File: src/rtl/hartley_const_mul_pair.sv
module hartley_const_mul_pair #(
  parameter int DW = 16,
  parameter int CW = 16,
  parameter int FRAC = 14,
  parameter int LANES = 4,
  parameter logic signed [CW-1:0] COEF_A = 16'sd11585,
  parameter logic signed [CW-1:0] COEF_B = -16'sd21407
) (
  input  logic                clk,
  input  logic                rst_n,
  input  logic                in_valid,
  output logic                in_ready,
  input  logic [LANES*DW-1:0] grp_a_in,
  input  logic [LANES*DW-1:0] grp_b_in,
  output logic                out_valid,
  output logic [LANES*DW-1:0] grp_a_out,
  output logic [LANES*DW-1:0] grp_b_out
);
  localparam int PW = (LANES > 1) ? $clog2(LANES) : 1;
  localparam int PRODW = DW + CW;
  localparam logic signed [PRODW:0] MAXV = {{(PRODW-DW+2){1'b0}}, {(DW-1){1'b1}}};
  localparam logic signed [PRODW:0] MINV = {{(PRODW-DW+2){1'b1}}, {(DW-1){1'b0}}};
  localparam logic signed [PRODW:0] HALF = (PRODW+1)'(1) <<< (FRAC-1);

  logic signed [DW-1:0] hold_a [LANES];
  logic signed [DW-1:0] hold_b [LANES];
  logic signed [DW-1:0] lane_a [LANES];
  logic signed [DW-1:0] lane_b [LANES];
  logic [PW-1:0] slot;
  logic busy;
  logic accept, last_slot;
  logic signed [DW-1:0] res_a, res_b;

  function automatic logic signed [PRODW-1:0] const_mul(
    input logic signed [DW-1:0] x, input logic signed [CW-1:0] c);
    logic signed [PRODW-1:0] acc, xe;
    acc = '0;
    xe = PRODW'(x);
    for (int k = 0; k < CW; k++) begin
      if (c[k]) begin
        if (k == CW-1) acc = acc - (xe <<< k);
        else           acc = acc + (xe <<< k);
      end
    end
    return acc;
  endfunction

  function automatic logic signed [DW-1:0] round_sat(input logic signed [PRODW-1:0] p);
    logic signed [PRODW:0] r;
    r = ((PRODW+1)'(p) + HALF) >>> FRAC;
    if (r > MAXV)      return MAXV[DW-1:0];
    else if (r < MINV) return MINV[DW-1:0];
    else               return r[DW-1:0];
  endfunction

  assign in_ready  = !busy;
  assign accept    = in_valid && !busy;
  assign last_slot = (slot == PW'(LANES-1));
  assign res_a = round_sat(const_mul(hold_a[slot], COEF_A));
  assign res_b = round_sat(const_mul(hold_b[slot], COEF_B));

  always_ff @(posedge clk or negedge rst_n) begin
    if (!rst_n) begin
      busy <= 1'b0;
      slot <= '0;
      out_valid <= 1'b0;
    end else begin
      out_valid <= busy && last_slot;
      if (accept) begin
        busy <= 1'b1;
        slot <= '0;
      end else if (busy) begin
        slot <= slot + 1'b1;
        if (last_slot) busy <= 1'b0;
      end
    end
  end

  for (genvar k = 0; k < LANES; k++) begin : g_lane
    always_ff @(posedge clk or negedge rst_n) begin
      if (!rst_n) begin
        hold_a[k] <= '0;
        hold_b[k] <= '0;
        lane_a[k] <= '0;
        lane_b[k] <= '0;
      end else begin
        if (accept) begin
          hold_a[k] <= grp_a_in[k*DW +: DW];
          hold_b[k] <= grp_b_in[k*DW +: DW];
        end
        if (busy && slot == PW'(k)) begin
          lane_a[k] <= res_a;
          lane_b[k] <= res_b;
        end
      end
    end
    assign grp_a_out[k*DW +: DW] = lane_a[k];
    assign grp_b_out[k*DW +: DW] = lane_b[k];
  end
endmodule

File: config.mk
export PLATFORM = sky130hd
export DESIGN_NAME = hartley_const_mul_pair
export DESIGN_NICKNAME = d
export VERILOG_FILES = /design/src/rtl/hartley_const_mul_pair.sv
export SDC_FILE = /design/constraint.sdc
export NUM_CORES = 1
export LEC_CHECK = 0
export BUFFER_PORTS_ARGS = -buffer_cell sky130_fd_sc_hd__buf_2
export CAP_MARGIN = 20
export CORE_ASPECT_RATIO = 0.75
export CORE_MARGIN = 3
export CORE_UTILIZATION = 54
export CTS_BUF_LIST = sky130_fd_sc_hd__clkbuf_8
export DETAILED_ROUTE_END_ITERATION = 16
export PLACE_DENSITY = 0.8
export SLEW_MARGIN = 20
export SYNTH_ARGS = -nofsm -noshare
export SYNTH_HDL_FRONTEND = slang
export SYNTH_SLANG_ARGS = --single-unit
File: constraint.sdc
create_clock -name clk -period 6.78 [get_ports clk]
set_input_delay 1.356 -clock clk [delete_from_list [all_inputs] [get_ports clk]]
set_output_delay 1.356 -clock clk [all_outputs]
set_load 0.1 [all_outputs]
==> reports/qor.txt <==
Outcome: finished clean
Clock Tree Buf Depth: 3
Adder-Cell Fraction of Synth Area: 24.7%
Initial core utilization: 55.1%
# DRC: 0
Die width: 209 µm
Synth Net Count: 1838
Crit path cell chain: buf_12, buf_6, mux4_2, inv_1, fa_1, fa_1, fa_1, inv_1, ha_1, ha_1, and3_1, a221o_1, a211oi_2, nor4_2, o31ai_4, nand3_1, o21ai_4, nor2_1, o21ai_0
Setup Skew: 0.0356 ns
CTS root buf: clkbuf_8
Mux contribution to synthesized area: 13.4%
Via Count: 12200
FMAX: 157 MHz
Cts hold-fix bufs: 0
GRT Util Overall: 26.0%
Main flop type after synthesis: dfrtp_1
Top fanout value on the critical path: 18
Slew @ Worst Pin: 0.911 ns
Largest family of logic cells by synthesized area: adder cells
Post-route ant nets: 0
Synth warn: 0
Post-synth cell types: 65
Crit start category: flop
RSZ-0062 raised after global routing: no
# H-tree levels: 2
Cell count after synthesis: 1445
Die H: 158 µm
Die ar.: 0.0331 mm²
Synth area leaders: dfrtp_1 39%, fa_1 14%, ha_1 11%
Mean Syn Cell Area: 11.6 µm²
Setup CP Type: flop to flop
Gr ovfl total: 0
Core ar.: 0.0303 mm²
Critical Path AT: 6.80 ns
Post-synth top area cell: dfrtp_1
Final Critical Period: 6.36 ns
EDFF count, synth: 0
Proportion of layout cells with a drive suffix above 1: 31.1%
Simple logic cell fraction of the synthesized area: 6.83%
Routed wire length: 42700 µm
Tcrit/Tclk final: 93.8%
Hold Violations, Final: 0
Drt pass-1 iters: 5
TNS Setup: 0 ns
IO Port Bufs: 260
Initial antenna violation count: 4
# IOs: 261
Row count: 55
Register area share after synthesis: 39.0%
Pins over their slew limit: 0
Post-DP HPWL: 33500 µm
List of most frequent post-synthesis cells: 260 x dfrtp_1, 170 x inv_1, 149 x ha_1
Asr flop ratio synth: 100%
Final Setup Violations: 0
Top-count cell post-synth: dfrtp_1
Critical Path Sink Type: flop
Most frequent CP cell: fa_1
Post-synth top area share: 39.0%
Crit-path slowest cell: mux4_2
Syn Std Cell Area: 0.0167 mm²
Synth Area in XOR/XNOR: 1.68%
Complex-gate fraction of the synthesized area: 9.19%
GP Congestion: 0.903
Layout Nets: 2126
Slowest stage delay, CP: 0.61 ns
DR WL/cell: 19.7 µm
#FFs+latches synth: 260
P&R area growth vs syn: 17.5%
Worst Path Required: 7.22 ns
Initial DRC Count: 887
Via/cell ratio: 5.64
CTS tree: done
Total CTS buffers: 42
Skew-Pair Late Insertion Delay: 0.56 ns
Hold/Removal Path Class: flop to flop
Vias in the first global route: 12400
# clock sinks: 260
Clock slew at reported path FFs: 0.06 ns
Max Cap Violations: 0
Largest net degree at the start of global routing: 153
Slew HR: 39.2%
First-pass GRT wire length: 68000 µm
[critical path: cells and delay by family (launching register included)]
kind                       cells  cell delay, ns
and+or+nand+nor                4            0.73
muxes                          1            0.61
adders and majority gates      5            2.17
AOI/OAI and AO/OA              5            1.62
buffers and inverters          4            0.72
DFF                            1            0.39
[area by class of cell]
| class | instances | area (µm²) |
|---|---|---|
| Fill cell | 2345 | 10700 |
| Multi-Input combinational cell | 963 | 9360 |
| Sequential cell | 260 | 6510 |
| Timing Repair Buffer | 296 | 1650 |
| Clock buffer | 52 | 716 |
| Inverter | 170 | 638 |
| Tap cell | 399 | 499 |
| Clock inverter | 25 | 250 |
| Antenna cell | 1 | 2.50 |
[final timing paths]
| path | from | endpoint | slack [ns] | depth (start not counted) |
|---|---|---|---|---|
| min in group asynchronous | rst_n | grp_a_out[27] | 0.85 | 1 |
| worst max register to register | slot[0] | grp_a_out[20] | 0.42 | 19 |
| worst min-delay path | grp_b_out[15] | grp_b_out[15] | 0.48 | 2 |
| max in group asynchronous | rst_n | hold_b[48] | 4.60 | 2 |
| worst max-delay path | slot[0] | grp_a_out[20] | 0.42 | 19 |
| worst min register to register | grp_b_out[15] | grp_b_out[15] | 0.48 | 2 |
[layout by cell type, fill, tap and decap left out, types with 7 or more instances in the layout]
cell type | netlist | layout
buf_2 | 1 | 259
a21o_1 | 10 | 10
a21oi_1 | 84 | 84
dfrtp_1 | 260 | 258
xor2_1 | 15 | 15
buf_4 | 3 | 30
o31ai_1 | 15 | 15
nand2_1 | 111 | 111
mux2_2 | 133 | 134
o21ai_1 | 22 | 22
o211ai_1 | 28 | 28
mux4_2 | 32 | 32
nor2_1 | 99 | 98
inv_1 | 170 | 181
o21ai_0 | 30 | 30
nand2b_1 | 9 | 9
xnor2_1 | 17 | 17
nand4_1 | 7 | 7
nand3_1 | 9 | 9
clkbuf_8 | 0 | 52
fa_1 | 113 | 113
ha_1 | 149 | 149
o22a_1 | 10 | 10
[metrics by stage]
step	worst slack, ns	hold slack (ns)	instances	util, %	area, µm²
final	0.423	0.479	2166	64.8	19600
after global routing	0.0455	0.506	2166	64.8	19600
after global placement	0.356	0.455	2086	61.5	18600
after floorplan	0.259	0.475	1445	-	16700
after CTS	0.260	0.480	2163	64.7	19600
after detailed placement	0.278	0.466	2086	61.5	18600
[kinds of logic after synthesis]
family,Yosys count
flip-flops,260
buffers and inverters,223
XOR/XNOR,32
multiplexers,167
AND/OR/NAND/NOR,262
AO/OA/AOI/OAI,239
adder cells (fa/ha/maj),262
[layer usage]
layer / global-route usage (%) / up-vias / share of wire (%) / routed length, µm
met5: 0 / - / 0.11 / 45
met4: 5.13 / 6 / 1.5 / 629
met3: 6.38 / 63 / 8.5 / 3640
met2: 37.4 / 556 / 42 / 18000
met1: 40.4 / 6050 / 48 / 20400
li1: - / 5543 / - / -
[timing repair]
action,4_1_cts,5_1_grt
setup endpoints to repair,0,60
resized for setup,0,5
buffers inserted,0,1
[state kept, by name, indices dropped and copies added, names as in the netlist]
signal / count
grp_b_out: 64
hold_a: 64
busy: 1
hold_b: 64
slot: 2
out_valid: 1
grp_a_out: 64
Power is left out: the tool's default activity adds up to more than one toggle a clock period on the data nets, which glitch-free logic cannot reach.
